File: src/rtl/plut_pkg.sv
package plut_pkg;

  localparam int QUARTER_IN   = 4;
  localparam int QUARTER_BITS = 1 << QUARTER_IN;
  localparam int NUM_QUARTERS = 4;
  localparam int TABLE_BITS   = QUARTER_BITS * NUM_QUARTERS;
  localparam int BUS_W        = QUARTER_IN + 1;

  typedef enum logic [1:0] {
    MODE_QUAD     = 2'd0,
    MODE_PAIR     = 2'd1,
    MODE_WIDE     = 2'd2,
    MODE_QUAD_ALT = 2'd3
  } plut_mode_e;

  // Address of a quarter when the four quarters act as separate functions:
  // the low three bus bits are shared, the fourth comes from bit 3 (lower
  // quarter) or bit 4 (upper quarter).
  function automatic logic [QUARTER_IN-1:0] split_addr(
      input logic [BUS_W-1:0] bus, input logic upper);
    return {upper ? bus[BUS_W-1] : bus[BUS_W-2], bus[QUARTER_IN-2:0]};
  endfunction

  // Address of a quarter when it is half of a 5-input function.
  function automatic logic [QUARTER_IN-1:0] joint_addr(input logic [BUS_W-1:0] bus);
    return bus[QUARTER_IN-1:0];
  endfunction

endpackage

File: src/rtl/plut_cfg_store.sv
module plut_cfg_store #(
  parameter int TABLE_BITS = 64,
  parameter int WORD_W     = 8,
  localparam int WORDS     = TABLE_BITS / WORD_W,
  localparam int AW        = (WORDS > 1) ? $clog2(WORDS) : 1
) (
  input  logic                  clk,
  input  logic                  rst_n,
  input  logic                  we,
  input  logic [AW-1:0]         addr,
  input  logic [WORD_W-1:0]     wdata,
  output logic [TABLE_BITS-1:0] table_bits
);

  logic [WORDS-1:0] wr_hit;

  for (genvar k = 0; k < WORDS; k++) begin : g_word
    logic [WORD_W-1:0] word_q;

    assign wr_hit[k] = we && (addr == AW'(k));

    always_ff @(posedge clk or negedge rst_n) begin
      if (!rst_n)         word_q <= '0;
      else if (wr_hit[k]) word_q <= wdata;
    end

    assign table_bits[k*WORD_W +: WORD_W] = word_q;

    p_word_load_r2: assert property (@(posedge clk) disable iff (!rst_n)
      wr_hit[k] |=> (table_bits[k*WORD_W +: WORD_W] == $past(wdata)));

    p_word_keep_r2: assert property (@(posedge clk) disable iff (!rst_n)
      !wr_hit[k] |=> $stable(table_bits[k*WORD_W +: WORD_W]));
  end

  p_one_hit_r2: assert property (@(posedge clk) disable iff (!rst_n)
    $onehot0(wr_hit));

endmodule

File: src/rtl/plut_quarter.sv
module plut_quarter #(
  parameter int IN_W = 4,
  localparam int DEPTH = 1 << IN_W
) (
  input  logic [DEPTH-1:0] bits,
  input  logic [IN_W-1:0]  sel,
  output logic             y
);
  assign y = bits[sel];
endmodule

File: src/rtl/plut_half.sv
module plut_half (
  input  logic lower,
  input  logic upper,
  input  logic pick_upper,
  output logic y
);
  assign y = pick_upper ? upper : lower;
endmodule

File: src/rtl/plut_cell.sv
module plut_cell
  import plut_pkg::*;
#(
  parameter int CFG_WORD_W = 8,
  localparam int CFG_WORDS = TABLE_BITS / CFG_WORD_W,
  localparam int CFG_AW    = (CFG_WORDS > 1) ? $clog2(CFG_WORDS) : 1
) (
  input  logic                  clk,
  input  logic                  rst_n,
  input  logic                  cfg_we,
  input  logic [CFG_AW-1:0]     cfg_addr,
  input  logic [CFG_WORD_W-1:0] cfg_wdata,
  input  logic [1:0]            mode,
  input  logic [BUS_W-1:0]      a,
  input  logic [BUS_W-1:0]      b,
  input  logic                  c0,
  input  logic                  c0_en,
  output logic [NUM_QUARTERS-1:0] f,
  output logic                  fa5,
  output logic                  fb5,
  output logic                  fw
);

  logic [TABLE_BITS-1:0] table_bits;
  plut_mode_e            mode_e;
  logic                  quad_mode, pair_mode, wide_mode;
  logic                  c0_eff;
  logic [QUARTER_IN-1:0] q_sel [NUM_QUARTERS];
  logic [NUM_QUARTERS-1:0] q_out;
  logic                  half_a_pick, half_b_pick;
  logic                  half_a_raw, half_b_raw;

  plut_cfg_store #(.TABLE_BITS(TABLE_BITS), .WORD_W(CFG_WORD_W)) u_store (
    .clk(clk), .rst_n(rst_n), .we(cfg_we), .addr(cfg_addr),
    .wdata(cfg_wdata), .table_bits(table_bits)
  );

  assign mode_e    = plut_mode_e'(mode);
  assign pair_mode = (mode_e == MODE_PAIR);
  assign wide_mode = (mode_e == MODE_WIDE);
  assign quad_mode = !pair_mode && !wide_mode;
  assign c0_eff    = c0 && c0_en;

  // Quarter address routing by mode; quarters 0/1 belong to half B, 2/3 to half A.
  always_comb begin
    unique case (mode_e)
      MODE_PAIR: begin
        q_sel[0] = joint_addr(b);
        q_sel[1] = joint_addr(b);
        q_sel[2] = joint_addr(a);
        q_sel[3] = joint_addr(a);
      end
      MODE_WIDE: begin
        for (int q = 0; q < NUM_QUARTERS; q++) q_sel[q] = joint_addr(a);
      end
      default: begin
        q_sel[0] = split_addr(b, 1'b0);
        q_sel[1] = split_addr(b, 1'b1);
        q_sel[2] = split_addr(a, 1'b0);
        q_sel[3] = split_addr(a, 1'b1);
      end
    endcase
  end

  for (genvar q = 0; q < NUM_QUARTERS; q++) begin : g_quarter
    plut_quarter #(.IN_W(QUARTER_IN)) u_q (
      .bits(table_bits[q*QUARTER_BITS +: QUARTER_BITS]),
      .sel (q_sel[q]),
      .y   (q_out[q])
    );
  end

  assign half_a_pick = a[BUS_W-1];
  assign half_b_pick = wide_mode ? a[BUS_W-1] : b[BUS_W-1];

  plut_half u_half_a (.lower(q_out[2]), .upper(q_out[3]),
                      .pick_upper(half_a_pick), .y(half_a_raw));
  plut_half u_half_b (.lower(q_out[0]), .upper(q_out[1]),
                      .pick_upper(half_b_pick), .y(half_b_raw));

  assign f   = q_out;
  assign fa5 = !quad_mode && half_a_raw;
  assign fb5 = !quad_mode && half_b_raw;
  assign fw  = wide_mode && (c0_eff ? half_a_raw : half_b_raw);

  p_quad_quiet_r4: assert property (@(posedge clk) disable iff (!rst_n)
    (mode == 2'd0 || mode == 2'd3) |-> (!fa5 && !fb5 && !fw));

  p_pair_low_r5: assert property (@(posedge clk) disable iff (!rst_n)
    (mode == 2'd1 && !a[4]) |-> (fa5 == f[2]));

  p_pair_high_r5: assert property (@(posedge clk) disable iff (!rst_n)
    (mode == 2'd1 && b[4]) |-> (fb5 == f[1]));

  p_wide_a_r6: assert property (@(posedge clk) disable iff (!rst_n)
    (mode == 2'd2 && c0 && c0_en) |-> (fw == fa5));

  p_c0_off_r7: assert property (@(posedge clk) disable iff (!rst_n)
    (mode == 2'd2 && !c0_en) |-> (fw == fb5));

  p_reset_clear_r1: assert property (@(posedge clk)
    !rst_n |-> (f == '0 && !fa5 && !fb5 && !fw));

endmodule

File: config.mk
export PLATFORM = sky130hd
export DESIGN_NAME = plut_cell
export DESIGN_NICKNAME = d
export VERILOG_FILES = /design/src/rtl/plut_pkg.sv /design/src/rtl/plut_cfg_store.sv /design/src/rtl/plut_quarter.sv /design/src/rtl/plut_half.sv /design/src/rtl/plut_cell.sv
export SDC_FILE = /design/constraint.sdc
export NUM_CORES = 1
export LEC_CHECK = 0
export BUFFER_PORTS_ARGS = -buffer_cell sky130_fd_sc_hd__buf_2
export CORE_UTILIZATION = 35
export DETAILED_ROUTE_END_ITERATION = 6
export SLEW_MARGIN = 25
export SYNTH_ARGS = -nofsm -noshare
export SYNTH_HDL_FRONTEND = slang
export SYNTH_HIERARCHICAL = 1
export SYNTH_SLANG_ARGS = --single-unit
File: constraint.sdc
create_clock -name clk -period 2.65 [get_ports clk]
set_input_delay 0.1325 -clock clk [delete_from_list [all_inputs] [get_ports clk]]
set_output_delay 0.1325 -clock clk [all_outputs]
set_load 0.02 [all_outputs]
==> flow_metrics.py, run 1 <==
metrics = {
    "status": {
        "outcome": "finished, violations left",
        "violations": "negative setup slack",
    },
    "finish": {
        "largest_reg_flops": 64,
        "antenna_cells": 0,
        "syn_to_final_growth_pct": 21.5,
        "layout.nets": 283,
        "drive_gt1_share_pct": 56.4,
        "fin_area_mm2": 0.00388,
        "final_core_util_pct": 44.3,
        "largest_register": "u_store/g_word.word_q",
        "largestRegisters": "u_store/g_word.word_q: 64 flops",
    },
    "timing": {
        "fin_setup_tns_ps": -43.1,
        "max_freq_ghz": 0.371,
        "slew_headroom_pct": 46.9,
        "finalHoldViolations": 0,
        "clock_skew_ps": 0,
        "finalMaxSlewViolations": 0,
        "worst_slack_ps": -43.1,
        "rsz0062_at_grt": "yes",
        "tightest_slew_ps": 796,
        "period_needed_ps": 2690,
        "period_share_pct": 102,
        "finalSetupViolations": 1,
        "hold_slack_ps": 149,
    },
    "hold_path": {
        "hold_path.class": "input port to flip-flop",
        "hp-start": "cfg_wdata[2]",
        "hold-path-cell-count": 2,
    },
    "setup_path": {
        "required_ps": 2520,
        "arrival_ps": 2560,
        "cp-startpoint": "mode[0]",
        "critPathMaxFanout": 8,
        "r2r_cells": 1,
        "critPathLaunchType": "input port",
        "end_kind": "output port",
        "r2r-start": "u_store/g_word[7].word_q[3]",
        "crit_type": "input port to output port",
        "timing.reg2reg.setup_slack_ps": 1870,
    },
    "placement": {
        "dp_hpwl_mm": 4.56,
        "place_area_mm2": 0.00360,
        "port_buffers": 34,
        "post-place-ws_ps": -121,
        "globalplace.congestion": 0.739,
    },
    "grt": {
        "grt_pass1_vias": 2003,
        "grt-ovfl-total": 0,
        "grt_pass1_wl_mm": 10.4,
        "grt_max_degree": 65,
        "antenna_found_initial": 0,
        "grt_use_total_pct": 14.2,
    },
    "job": {
        "cap_violations": 0,
    },
    "pwr": {
        "p_per_area_mw_per_mm2": 741,
        "ir_worst_vdd_v": 0.000271,
        "p_leak_nw": 1.75,
    },
    "routing": {
        "ant_nets": 0,
        "viasPerCell": 5.18,
        "wl_met2_mm": 2.89,
        "drt-total-wl_mm": 6.25,
        "drc": 0,
        "met3WireLength_um": 208,
        "dr_total_vias": 1892,
        "top_layer_used": "met4",
        "wl_met1_mm": 3.03,
        "dr.pass1.iters": 4,
        "drt-initial-drc-count": 58,
        "post_drt_wl_per_cell_um": 17.1,
    },
    "floorplanning": {
        "die_y_um": 97.6,
        "rows": 34,
        "die_w_um": 97.6,
        "dieArea_mm2": 0.00952,
        "start_util_pct": 36.5,
        "ios": 35,
        "core_mm2": 0.00876,
    },
    "cts": {
        "cts.sinks": 64,
        "cts.path.max_buffers": 2,
        "worstSkewPairLatency_ps": 330,
        "numCtsBuffers": 9,
        "cts_tree": "built",
        "htreeDepth": 3,
        "clkSlewWorstSetupHoldPaths_ps": 80,
        "root_buffer": "clkbuf_8",
    },
    "synth": {
        "netlist_instances": 196,
        "synth.distinct_cells": 24,
        "ys_ff_latch": 64,
        "yosys_warnings": 6,
        "synthesis.nets": 227,
        "syn_avg_cell_area_um2": 16.3,
        "ys_seq_area_share_pct": 50.1,
        "synth_area_mm2": 0.00320,
    },
}
routing by layer:
metal / GRT usage [%] / up-vias
li1: - / 886
met1: 18.9 / 959
met2: 22.2 / 39
met3: 3.24 / 8
met4: 6.45 / 0
met5: 0 / -
path summary, 6_finish.rpt:
path,endpoint
worst max-delay path,fw
worst min-delay path,u_store/g_word[5].word_q[2]
worst max register to register,u_store/g_word[7].word_q[3]
worst min register to register,u_store/g_word[6].word_q[3]
max in group asynchronous,u_store/g_word[1].word_q[4]
min in group asynchronous,u_store/g_word[7].word_q[2]
through the flow:
stage          instances  power [mW]
2_1_floorplan        196        1.74
3_3_place_gp         347        1.96
3_5_place_dp         347        1.98
4_1_cts              365        2.91
5_1_grt              365        3.04
6_report             365        2.88
final cells by class:
type                       count  area, µm²
tap                          108        135
inverter                       2       10.0
clock inverter                 7       96.3
timing repair buffer          52        347
sequential                    64       1600
fill                         809       4880
clock buffer                   9        124
multi-input combinational    123       1570
worst max-delay path, cell delays in order:
cell	delay [ps]
buf_8	100
inv_4	50
ha_4	190
or2_4	260
buf_6	120
a22o_1	220
buf_12	150
mux4_2	270
mux2i_1	190
mux2i_1	130
mux2_4	270
a21boi_2	150
o21a_1	190
buf_6	130
power by group:
part / internal, mW / switching [mW]
Combinational: 0.418 / 0.262
Clock: 0.530 / 0.377
Sequential: 1.19 / 0.101
placed cells by master, fill, tap and decap left out, types with 3 or more instances in the layout:
cell / instances
mux2i_1: 12
a22o_1: 3
mux2_2: 65
mux4_1: 15
buf_4: 15
clkinv_4: 3
clkbuf_8: 9
nor4bb_1: 3
nand4b_1: 3
buf_2: 31
o21ai_0: 3
dfrtp_1: 64
buf_6: 3
cells in the mapped netlist:
cell type  instances  area share [%]
mux2_2            65              23
dfrtp_1           64              50
mux4_1            16              13
mux2i_1           12             3.8
buf_2              5            0.78
a22o_1             4             1.1
ha_1               3             1.2
nand4b_1           3            0.82
nor4bb_1           3            0.94
o21ai_0            3            0.47
and2b_2            2            0.55
inv_1              2            0.23
mux2_4             2            0.94
nand2_1            2            0.23
a21boi_0           1            0.23
a22oi_1            1            0.23
and3_1             1            0.20
buf_4              1            0.23
buf_6              1            0.35
nand4_1            1            0.20
nor2b_1            1            0.20
nor4b_4            1            0.74
o21a_1             1            0.23
or2_4              1            0.27
cells by family (layout without fill, tap and decap cells):
group,Yosys count,count (layout),synth area share (%)
AOI/OAI and AO/OA,10,10,2.27
buffers and inverters,9,70,1.60
DFF,64,64,50.1
and+or+nand+nor,15,15,4.15
muxes,95,95,40.7
adders and majority gates,3,3,1.17
what timing repair did:
action,4_1_cts,5_1_grt
hold buffers,1,0
pin swaps,1,4
setup buffers,1,0
endpoints found under the setup margin,2,2
hold endpoints to repair,64,0
resized for setup,2,13
Power figures use the tool's default switching activity.
==> run 2, diff against run 1 <==
- ABC_AREA: unset -> 1
==> flow_metrics.py, run 2 <==
metrics = {
    "synth": {
        "synthesis.nets": 572,
        "syn_avg_cell_area_um2": 7.08,
        "netlist_instances": 541,
        "synth_edf_count": 0,
        "synthAdderAreaFrac_pct": 0.980,
        "synthTopCellsByCount": "nand2_1, nand3_1, inv_1",
        "ys_async_sr_fraction_pct": 100,
        "yosysTopAreaCell": "dfrtp_1",
        "synth_area_mm2": 0.00383,
        "yosys_warnings": 6,
        "ys_seq_area_share_pct": 41.8,
        "yosys.area_share.simple_pct": 41.5,
        "synth_flop_cell": "dfrtp_1",
        "synth.distinct_cells": 19,
        "synth_top_family_by_area": "simple AND/OR/NAND/NOR gates",
        "synth_top_area_share_pct": 41.8,
        "synth-compound-area-share_pct": 0.882,
        "synth_area_leaders": "dfrtp_1, nand2_1, nand3_1, inv_1, bufbuf_8",
        "synth-xor-area-share_pct": 0,
        "synth.most_common_cell": "nand2_1",
        "ys_ff_latch": 64,
        "synth.mux.area_fraction_pct": 0,
    },
    "finish": {
        "layout.nets": 608,
        "largestRegisters": "u_store/g_word.word_q: 64 flops",
        "final_common_cell": "nand2_1",
        "largest_register": "u_store/g_word.word_q",
        "drive_gt1_share_pct": 16.7,
        "largest_reg_flops": 64,
        "final_cell_mix": "nand2_1, nand3_1, inv_1",
        "antenna_cells": 0,
        "syn_to_final_growth_pct": 9.70,
        "final_core_util_pct": 40.2,
    },
    "pwr": {
        "totalPowerFinal_mw": 2.77,
        "p_per_area_mw_per_mm2": 659,
        "p_leak_nw": 2.40,
        "ir_worst_vdd_v": 0.000233,
    },
    "floorplanning": {
        "rows": 37,
        "dieArea_mm2": 0.0114,
        "die_w_um": 107,
        "start_util_pct": 36.6,
        "core_mm2": 0.0105,
        "ios": 35,
        "die_y_um": 107,
    },
    "routing": {
        "dr.pass1.iters": 5,
        "dr_total_vias": 3364,
        "post_drt_wl_per_cell_um": 13.6,
        "drc": 0,
        "drt-total-wl_mm": 9.74,
        "viasPerCell": 4.69,
        "drt-initial-drc-count": 162,
        "ant_nets": 0,
    },
    "setup_path": {
        "critPathLaunchType": "input port",
        "arrival_ps": 2170,
        "critPathMaxFanout": 18,
        "end_kind": "output port",
        "crit_type": "input port to output port",
        "required_ps": 2520,
    },
    "hold_path": {
        "hold_path.class": "input port to flip-flop",
    },
    "timing": {
        "hold_slack_ps": 143,
        "finalHoldViolations": 0,
        "max_freq_ghz": 0.433,
        "finalMaxSlewViolations": 0,
        "period_needed_ps": 2310,
        "period_share_pct": 87.1,
        "slew_headroom_pct": 56.9,
        "finalSetupViolations": 0,
        "worst_slack_ps": 343,
        "rsz0062_at_grt": "no",
        "fin_setup_tns_ps": 0,
        "tightest_slew_ps": 646,
        "clock_skew_ps": 0,
    },
    "grt": {
        "grt-ovfl-total": 0,
        "antenna_found_initial": 0,
        "grt_max_degree": 30,
        "grt_pass1_vias": 3217,
        "grt_use_total_pct": 18.4,
        "grt_pass1_wl_mm": 16.1,
    },
    "cts": {
        "htreeDepth": 3,
        "cts.path.max_buffers": 2,
        "cts_tree": "built",
        "post_cts_buffers": 0,
        "clkSlewWorstSetupHoldPaths_ps": 70,
        "worstSkewPairLatency_ps": 340,
        "root_buffer": "clkbuf_8",
        "numCtsBuffers": 9,
        "cts.sinks": 64,
    },
    "placement": {
        "port_buffers": 34,
        "globalplace.congestion": 0.825,
        "dp_hpwl_mm": 7.07,
        "post-place-ws_ps": 313,
    },
    "status": {
        "outcome": "finished clean",
    },
    "job": {
        "cap_violations": 0,
    },
}
## run 2: cell families (layout without fill, tap and decap cells)
family / Yosys count / count (layout)
adders and majority gates: 3 / 3
and+or+nand+nor: 373 / 373
buffers and inverters: 95 / 136
AOI/OAI and AO/OA: 6 / 6
DFF: 64 / 64
## run 2: metal layers
metal / GRT usage [%] / share of wire, % / up-vias / routed length (µm)
met2: 30.1 / 47 / 72 / 4580
met4: 6.85 / 1.5 / 0 / 147
met3: 2.19 / 4.0 / 12 / 394
li1: - / - / 1710 / -
met5: 0 / 0 / - / 0
met1: 25.0 / 47 / 1570 / 4620
## run 2: final timing paths
check	startpoint	end	slack, ps	depth (start not counted)
min in group asynchronous	rst_n	u_store/g_word[1].word_q[6]	360	2
min	cfg_wdata[1]	u_store/g_word[6].word_q[1]	140	3
max reg2reg	u_store/g_word[2].word_q[3]	u_store/g_word[2].word_q[3]	2000	2
max in group asynchronous	rst_n	u_store/g_word[6].word_q[3]	1590	3
max	mode[0]	fw	340	20
min reg2reg	u_store/g_word[4].word_q[5]	u_store/g_word[4].word_q[5]	480	2
## run 2: area by class of cell
class / instances / area (µm²)
clock buffer: 11 / 141
timing repair buffer: 42 / 245
tap: 136 / 170
clock inverter: 5 / 56.3
fill: 1139 / 6260
inverter: 78 / 328
sequential: 64 / 1600
multi-input combinational: 382 / 1660
## run 2: critical path, cell delays in order
cell	delay, ps
buf_2	90
inv_1	50
ha_1	430
o21ai_0	220
nand2_1	110
buf_12	170
inv_8	80
nand2_2	50
nand2_1	60
nand2_1	50
nand3_1	70
nand3_1	60
nand2_1	80
nand2_1	60
nand2_1	50
inv_1	50
nand2_1	60
nand2_1	50
nor2_1	80
buf_2	160
## run 2: timing repair
| item | in CTS | in global routing |
|---|---|---|
| resized for setup | 0 | 0 |
| endpoints found under the hold margin | 27 | 0 |
| hold buffers | 1 | 0 |
## run 2: metrics by stage
step / instances / instance area, µm²
after floorplan: 541 / 3830
after global placement: 701 / 3990
after detailed placement: 701 / 3990
after CTS: 718 / 4200
after global routing: 718 / 4200
final: 718 / 4200
## run 2: power by group
group          switching, mW  internal [mW]
logic                  0.420          0.236
clock network          0.386          0.459
registers              0.111           1.16
==> run 3, diff against run 2 <==
- SYNTH_HIERARCHICAL: 1 -> unset
==> flow_metrics.py, run 3 <==
metrics = {
    "status": {
        "outcome": "finished clean",
    },
    "setup_path": {
        "r2r_end": "u_store.g_word[2].word_q[7]",
        "critPathLaunchType": "input port",
        "crit_path_cell_trace": "buf_2 -> inv_1 -> ha_1 -> inv_2 -> nand3_4 -> nand2_4 -> nand2_1 -> nand3_1 -> nand3_1 -> nand3b_2 -> nand3_2 -> a21oi_1 -> buf_2",
        "path_buf_inv": 4,
        "cp.depth": 13,
        "end_kind": "output port",
        "max_stage_delay_ps": 410,
        "required_ps": 2520,
        "arrival_ps": 2000,
        "crit_type": "input port to output port",
        "r2r-start": "u_store.g_word[2].word_q[7]",
        "r2r_cells": 2,
        "critical-path-top-delay-family": "simple AND/OR/NAND/NOR gates",
        "timing.reg2reg.setup_slack_ps": 1950,
        "slowest_stage": "ha_1",
        "critPathMaxFanout": 15,
    },
    "synth": {
        "yosys_warnings": 0,
        "syn_avg_cell_area_um2": 7.83,
        "synth_edf_count": 0,
        "synthAdderAreaFrac_pct": 0.766,
        "ys_seq_area_share_pct": 49.0,
        "synth_top_family_by_area": "simple AND/OR/NAND/NOR gates",
        "ys_ff_latch": 64,
        "synth-xor-area-share_pct": 0,
        "synth.most_common_cell": "nand2_1",
        "synth_area_mm2": 0.00327,
        "synthesis.nets": 447,
        "yosys.area_share.simple_pct": 29.4,
        "synth.mux.area_fraction_pct": 0,
        "synth_flop_cell": "dfrtp_1",
        "synth.distinct_cells": 21,
        "ys_async_sr_fraction_pct": 100,
        "synth-compound-area-share_pct": 13.1,
        "synth_area_leaders": "dfrtp_1, nand2_1, o21ai_0, nand3_1, inv_1",
        "synthTopCellsByCount": "nand2_1, o21ai_0, nand3_1",
        "yosysTopAreaCell": "dfrtp_1",
        "synth_top_area_share_pct": 49.0,
        "netlist_instances": 417,
    },
    "finish": {
        "final_common_cell": "nand2_1",
        "final_cells": 559,
        "nFillCells": 908,
        "largest_register": "u_store.g_word.word_q",
        "syn_to_final_growth_pct": 12.7,
        "final_core_util_pct": 41.4,
        "largest_reg_flops": 64,
        "layout.nets": 476,
        "largestRegisters": "u_store.g_word.word_q: 64 flops",
        "antenna_cells": 0,
        "final_cell_mix": "nand2_1, o21ai_0, nand3_1",
        "drive_gt1_share_pct": 14.0,
    },
    "pwr": {
        "p_leak_nw": 1.82,
        "totalPowerFinal_mw": 2.63,
        "ir_worst_vdd_v": 0.000202,
        "p_per_area_mw_per_mm2": 714,
    },
    "hold_path": {
        "hold-path-cell-count": 3,
        "hp-start": "cfg_wdata[4]",
        "holdPathEnd": "u_store.g_word[7].word_q[4]",
        "hold_path.class": "input port to flip-flop",
    },
    "floorplanning": {
        "start_util_pct": 36.7,
        "ios": 35,
        "rows": 34,
        "dieArea_mm2": 0.00972,
        "core_mm2": 0.00889,
        "die_y_um": 98.6,
        "die_w_um": 98.6,
    },
    "grt": {
        "grt_pass1_vias": 2611,
        "grt_pass1_wl_mm": 13.3,
        "antenna_found_initial": 0,
        "grt_use_total_pct": 18.0,
        "grt_max_degree": 65,
        "grt-ovfl-total": 0,
    },
    "cts": {
        "htreeDepth": 3,
        "cts.sinks": 64,
        "numCtsBuffers": 9,
        "worstSkewPairLatency_ps": 330,
        "clkSlewWorstSetupHoldPaths_ps": 70,
        "cts_tree": "built",
        "post_cts_buffers": 0,
        "root_buffer": "clkbuf_8",
        "cts.path.max_buffers": 2,
    },
    "timing": {
        "period_share_pct": 80.7,
        "period_needed_ps": 2140,
        "rsz0062_at_grt": "no",
        "tightest_slew_ps": 792,
        "finalMaxSlewViolations": 0,
        "finalHoldViolations": 0,
        "fin_setup_tns_ps": 0,
        "clock_skew_ps": 0,
        "finalSetupViolations": 0,
        "worst_slack_ps": 513,
        "max_freq_ghz": 0.468,
        "slew_headroom_pct": 47.2,
    },
    "placement": {
        "port_buffers": 34,
        "dp_hpwl_mm": 5.91,
        "globalplace.congestion": 0.873,
        "post-place-ws_ps": 511,
        "dp_cells": 542,
    },
    "routing": {
        "dr.pass1.iters": 5,
        "post_drt_wl_per_cell_um": 14.6,
        "viasPerCell": 5.10,
        "ant_nets": 0,
        "drt-total-wl_mm": 8.15,
        "dr_total_vias": 2850,
        "drt-initial-drc-count": 197,
        "drc": 0,
    },
    "job": {
        "cap_violations": 0,
    },
}
run 3: metal layers:
layer,global-route usage (%),part of all wire [%],vias up,wire length [µm]
met5,0,0,-,0
met2,25.8,43,74,3500
li1,-,-,1423,-
met1,26.7,52,1346,4210
met3,3.26,4.2,7,339
met4,7.58,1.2,0,98
run 3: how the worst max path moves through the flow:
stage | from | to | slack [ps]
6_report | mode[0] | fb5 | 510
5_1_grt | mode[0] | fb5 | 350
4_1_cts | mode[0] | fb5 | 510
3_5_place_dp | mode[0] | fb5 | 510
3_3_place_gp | mode[0] | fb5 | 540
2_1_floorplan | mode[0] | fb5 | 760
run 3: power by group:
part	switching, mW	internal (mW)	total (mW)
sequential	0.113	1.16	1.28
combinational	0.328	0.200	0.528
clock	0.368	0.458	0.826
total	0.808	1.82	2.63
run 3: through the flow:
step	cell area (µm²)	hold slack, ps
3_3_place_gp	3470	362
4_1_cts	3680	0.210
5_1_grt	3680	25.6
6_report	3680	18.6
3_5_place_dp	3470	360
2_1_floorplan	3270	-163
run 3: cell type report:
type / instances / area [µm²] / share of cell area, %
inverters: 35 / 131 / 3.57
clock inverters: 5 / 56.3 / 1.53
multi-input cells: 298 / 1410 / 38.4
well taps: 108 / 135 / 3.67
clock buffers: 11 / 141 / 3.84
repair buffers: 38 / 203 / 5.51
flip-flops and latches: 64 / 1600 / 43.5
run 3: worst reg2reg max path: stages (launching register included):
cell and delay [ps]:
dfrtp_1 410, nand2_1 70, o21ai_0 90
run 3: cells by family after synthesis:
kind of cell,count (synthesis)
AOI/OAI and AO/OA,81
adders and majority gates,2
and+or+nand+nor,215
DFF,64
buffers and inverters,55
run 3: what timing repair did:
item                                   4_1_cts  5_1_grt
resized for setup                            0        0
endpoints found under the hold margin       38        0
hold buffers                                 1        0
